$ cat src/rtl/ca110_pkg.sv
package ca110_pkg;
  parameter int unsigned GRP_W    = 8;
  parameter int unsigned NUM_GRPS = 15;
  parameter int unsigned ADDR_W   = 5;
  // Lookup code: bit index is {left,self,right}
  parameter logic [7:0]  RULE_CODE = 8'b0110_1110;
endpackage

$ cat src/rtl/ca110_cell.sv
module ca110_cell #(
  parameter logic [7:0] RULE = 8'b0110_1110
) (
  input  logic left_i,
  input  logic self_i,
  input  logic right_i,
  output logic next_o
);
  always_comb begin
    next_o = RULE[{left_i, self_i, right_i}];
  end
endmodule

$ cat src/rtl/ca110_gen.sv
module ca110_gen #(
  parameter int unsigned CELLS = 120,
  parameter logic [7:0]  RULE  = 8'b0110_1110
) (
  input  logic [CELLS-1:0] cur_i,
  output logic [CELLS-1:0] nxt_o
);
  // Zero padding on both ends: no wraparound
  logic [CELLS+1:0] padded;

  always_comb begin
    padded = {1'b0, cur_i, 1'b0};
  end

  genvar i;
  generate
    for (i = 0; i < CELLS; i++) begin : g_cell
      ca110_cell #(.RULE(RULE)) u_cell (
        .left_i (padded[i+2]),
        .self_i (padded[i+1]),
        .right_i(padded[i]),
        .next_o (nxt_o[i])
      );
    end
  endgenerate
endmodule

$ cat src/rtl/ca110_port.sv
module ca110_port #(
  parameter int unsigned GRP_W    = 8,
  parameter int unsigned NUM_GRPS = 15,
  parameter int unsigned ADDR_W   = 5,
  localparam int unsigned CELLS   = GRP_W * NUM_GRPS
) (
  input  logic [CELLS-1:0]  cells_i,
  input  logic [ADDR_W-1:0] addr_i,
  input  logic [GRP_W-1:0]  wdata_i,
  output logic [GRP_W-1:0]  rdata_o,
  output logic [CELLS-1:0]  wr_mask_o,
  output logic [CELLS-1:0]  wr_fill_o,
  output logic              hit_o
);
  logic [NUM_GRPS-1:0] grp_hit;

  genvar b;
  generate
    for (b = 0; b < NUM_GRPS; b++) begin : g_grp
      assign grp_hit[b] = (int'(addr_i) == b);
      assign wr_mask_o[b*GRP_W +: GRP_W] = {GRP_W{grp_hit[b]}};
      assign wr_fill_o[b*GRP_W +: GRP_W] = wdata_i;
    end
  endgenerate

  assign hit_o = |grp_hit;

  always_comb begin
    rdata_o = '0;
    for (int k = 0; k < NUM_GRPS; k++) begin
      if (grp_hit[k]) rdata_o = cells_i[k*GRP_W +: GRP_W];
    end
  end
endmodule

$ cat src/rtl/ca110_array.sv
module ca110_array
  import ca110_pkg::*;
#(
  parameter int unsigned P_GRP_W    = GRP_W,
  parameter int unsigned P_NUM_GRPS = NUM_GRPS,
  parameter int unsigned P_ADDR_W   = ADDR_W,
  localparam int unsigned CELLS     = P_GRP_W * P_NUM_GRPS
) (
  input  logic                clk,
  input  logic                rst_n,
  input  logic                run_n_halt,
  input  logic                wr_strobe_n,
  input  logic [P_ADDR_W-1:0] grp_addr,
  input  logic [P_GRP_W-1:0]  wr_byte,
  output logic [P_GRP_W-1:0]  rd_byte
);
  localparam logic [CELLS-1:0] SEED = CELLS'(1);

  // Reset: asserted asynchronously, released on the clock
  logic [1:0] rst_sync_q;
  logic       rst_int_n;

  always_ff @(posedge clk or negedge rst_n) begin
    if (!rst_n) rst_sync_q <= 2'b00;
    else        rst_sync_q <= {rst_sync_q[0], 1'b1};
  end
  assign rst_int_n = rst_sync_q[1];

  logic [CELLS-1:0] cells_q, cells_d, gen_next, wr_mask, wr_fill;
  logic             addr_hit, cells_en;

  ca110_gen #(.CELLS(CELLS), .RULE(RULE_CODE)) u_gen (
    .cur_i(cells_q),
    .nxt_o(gen_next)
  );

  ca110_port #(.GRP_W(P_GRP_W), .NUM_GRPS(P_NUM_GRPS), .ADDR_W(P_ADDR_W)) u_port (
    .cells_i  (cells_q),
    .addr_i   (grp_addr),
    .wdata_i  (wr_byte),
    .rdata_o  (rd_byte),
    .wr_mask_o(wr_mask),
    .wr_fill_o(wr_fill),
    .hit_o    (addr_hit)
  );

  always_comb begin
    cells_en = run_n_halt | (~wr_strobe_n & addr_hit);
    if (run_n_halt) cells_d = gen_next;
    else            cells_d = (cells_q & ~wr_mask) | (wr_fill & wr_mask);
  end

  always_ff @(posedge clk or negedge rst_int_n) begin
    if (!rst_int_n)    cells_q <= SEED;
    else if (cells_en) cells_q <= cells_d;
  end

  // a running edge installs the generation computed from the prior row
  a_r3_one_generation: assert property (@(posedge clk) disable iff (!rst_int_n)
    run_n_halt |=> (cells_q == $past(gen_next)));

  // a paused edge without a strobe leaves the row alone
  a_r4_pause_holds: assert property (@(posedge clk) disable iff (!rst_int_n)
    (!run_n_halt && wr_strobe_n) |=> $stable(cells_q));

  // a paused in-range write lands in the addressed group
  a_r7_write_lands: assert property (@(posedge clk) disable iff (!rst_int_n)
    (!run_n_halt && !wr_strobe_n && int'(grp_addr) < int'(P_NUM_GRPS)) |=>
      (P_GRP_W'(cells_q >> (P_GRP_W * int'($past(grp_addr)))) == $past(wr_byte)));

  // out-of-range paused writes change nothing, and such addresses read zero
  a_r9_oob_write_ignored: assert property (@(posedge clk) disable iff (!rst_int_n)
    (!run_n_halt && int'(grp_addr) >= int'(P_NUM_GRPS)) |=> $stable(cells_q));

  a_r9_oob_read_zero: assert property (@(posedge clk) disable iff (!rst_int_n)
    (int'(grp_addr) >= int'(P_NUM_GRPS)) |-> (rd_byte == '0));
endmodule

$ cat config.mk
export PLATFORM = sky130hd
export DESIGN_NAME = ca110_array
export DESIGN_NICKNAME = d
export VERILOG_FILES = /design/src/rtl/ca110_pkg.sv /design/src/rtl/ca110_cell.sv /design/src/rtl/ca110_gen.sv /design/src/rtl/ca110_port.sv /design/src/rtl/ca110_array.sv
export SDC_FILE = /design/constraint.sdc
export NUM_CORES = 1
export LEC_CHECK = 0
export CORE_MARGIN = 2
export CORE_UTILIZATION = 40
export DETAILED_ROUTE_END_ITERATION = 6
export DONT_BUFFER_PORTS = 1
export GPL_TIMING_DRIVEN = 0
export PLACE_DENSITY = 0.53
export SETUP_SLACK_MARGIN = 0.4
export SYNTH_ARGS = -nofsm -noshare
export SYNTH_HDL_FRONTEND = slang
export SYNTH_SLANG_ARGS = --single-unit
$ cat constraint.sdc
create_clock -name clk -period 9.4 [get_ports clk]
set_clock_uncertainty 0.2 [all_clocks]
set_input_delay 0.94 -clock clk [delete_from_list [all_inputs] [get_ports clk]]
set_output_delay 0.94 -clock clk [all_outputs]
set_load 0.02 [all_outputs]
==> qor.csv <==
metric,value,unit
outcome,finished clean,
io_buffers,0,
finalSetupViolations,0,
yosys_warnings,0,
die_h,163,um
layout.cells.non_filler,1448,
grt-ovfl-total,0,
clk_latency,0.43,ns
dpl.cell_count,1415,
drive_gt1_frac,0.0841,
grt_max_degree,52,
drt_iter0_markers,707,
cts_tree,done,
synthFlopType,dfrtp_1,
post-place-ws,5.41,ns
clock_path_buffers,2,
ys_types,60,
p_sw_frac,0.435,
ys_ff_latch,122,
syn_nets,1218,
hold_viol,0,
place_area,10500,um^2
grt_pass1_vias,7888,
path_clk_slew,0.06,ns
min_period,4.09,ns
fin_hold_ws,0.0797,ns
ctsRootBufferMaster,clkbuf_16,
drtAntennaViolNets,0,
via_per_inst,5.57,
synth_top_area_share,0.301,
numCtsBuffers,17,
p_per_area,318,nW/um^2
gp_congestion,0.967,
coreArea,25000,um^2
crit_path_end_kind,output port,
async_flop_share,1.00,
combPwrFrac,0.453,
dr.pass1.iters,5,
pwr-share-clk,0.209,
syn-cell-area,10100,um^2
ys_seq_area_frac,0.303,
cp.required,8.26,ns
syn_inst,1083,
fin_setup_tns,0,ns
wl_per_cell,21.5,um
worst_setup_path_start_kind,input port,
hp-class,reg2async,
vdd_drop_max,121,uV
antenna_found_initial,0,
grt_pass1_wl,48200,um
drv_slew,0,
yosysTopAreaCell,dfrtp_1,
crit_arrival,2.95,ns
vias,8060,
num_antenna_cells,0,
clock.fmax,0.245,GHz
grt_use_total,0.243,
fin_crit_sh,0.435,
cap_viol_max_count,0,
leakage,6.23,nW
crit_type,in2out,
route.detailed.drc,0,
synth.top_cells.by_area,"dfrtp_1, mux2i_1, ha_1",
start_util,0.403,
rsz0062_at_grt,false,
critical_path.max_fanout,10,
cts_resized,0,
fp-row-count,58,
wl,31100,um
finalPower,3.57,mW
areaGrowthSynthToFinish,11.3,%
avgSynthCellArea,9.30,um^2
synth-edff-count,0,
boundaryPins,25,
slew_headroom,0.282,
worst_slack,5.31,ns
utilization,0.449,
fin_nets,1240,
cts.sinks,122,
p_switching,1.55,mW
worst_pin_slew,1.08,ns
internal_power,2.01,mW
die_width,163,um
design.die.area,26500,um^2
h-tree-depth,4,
seqPwrFrac,0.338,
fin_area,11200,um^2
dp_hpwl,23000,um
layout by cell type, fill, tap and decap left out, drive strengths merged, types with 5 or more instances in the layout:
master and instances:
a21oi 118, a22oi 8, a31oi 5, buf 28, bufinv 5, clkbuf 40, dfrtp 121, ha 118
inv 124, mux2 6, mux2i 246, nand2 50, nand2b 5, nand3 9, nor2 110, nor2b 6
nor3 7, o21ai 42, o22ai 10
power groups by stage:
| stage | clock network (mW) | registers (mW) | logic, mW |
|---|---|---|---|
| floorplan | 0 | 1.03 | 1.29 |
| global placement | 0 | 1.21 | 1.54 |
| detailed placement | 0 | 1.21 | 1.61 |
| CTS | 0.758 | 1.20 | 1.62 |
| global route | 0.782 | 1.25 | 1.91 |
| finish | 0.744 | 1.21 | 1.62 |
cell type report:
type / count / area [um^2]
clock buffer: 19 / 443
sequential: 122 / 3060
inverter: 122 / 458
multi-input combinational: 792 / 6300
clock inverter: 13 / 216
tap: 330 / 413
timing repair buffer: 3 / 65.1
fill: 2449 / 13800
buffer: 47 / 263
repair_timing:
action	in CTS	in global routing
hold endpoints to repair	2	0
hold buffers	1	0
buffers inserted	0	0
worst max-delay path: stages:
cell	delay (ns)
buf_6	0.14
buf_6	0.19
nand2b_1	0.36
o22ai_1	0.15
a22oi_1	0.17
o21ai_1	0.11
a221oi_1	0.87
cells in the mapped netlist, types with 8 or more instances:
| master | count |
|---|---|
| nor2_1 | 108 |
| mux2i_1 | 246 |
| buf_2 | 12 |
| ha_1 | 118 |
| dfrtp_1 | 121 |
| inv_1 | 122 |
| nand2_1 | 34 |
| clkbuf_1 | 21 |
| a22oi_1 | 8 |
| o21ai_0 | 39 |
| nand3_1 | 9 |
| nand2_2 | 15 |
| o22ai_1 | 10 |
| a21oi_1 | 118 |
layer usage:
layer,vias up,track usage,share of wire,wire [um]
met4,0,0.0772,0.025,770
met2,268,0.369,0.44,13600
met3,43,0.0634,0.079,2450
met5,-,0,0,0
met1,3872,0.338,0.46,14300
li1,3877,-,-,-
cells by family after synthesis:
| kind of cell | share of synthesized area |
|---|---|
| fa+ha+maj | 0.147 |
| flops | 0.303 |
| simple gates | 0.0929 |
| compound gates | 0.125 |
| mux | 0.260 |
| buf+inv | 0.0716 |
| other cells | 0.000372 |
path summary, 6_finish.rpt:
kind                                    startpoint                    endpoint  slack, ns  depth (start not counted)
setup / recovery                       grp_addr[0]                  rd_byte[4]       5.31                          7
hold / removal             rst_sync_q[1]$_DFF_PN0_  asynchronous set/reset pin       0.08                          0
setup reg to reg                              flop                        flop       7.84                          4
hold reg to reg            rst_sync_q[1]$_DFF_PN0_  asynchronous set/reset pin       0.08                          0
max in group asynchronous  rst_sync_q[1]$_DFF_PN0_      cells_q[0]$_DFFE_PN1P_       8.27                          1
min in group clk           rst_sync_q[0]$_DFF_PN0_     rst_sync_q[1]$_DFF_PN0_       0.15                          0
Note: power is estimated with default switching activity, not from simulation.
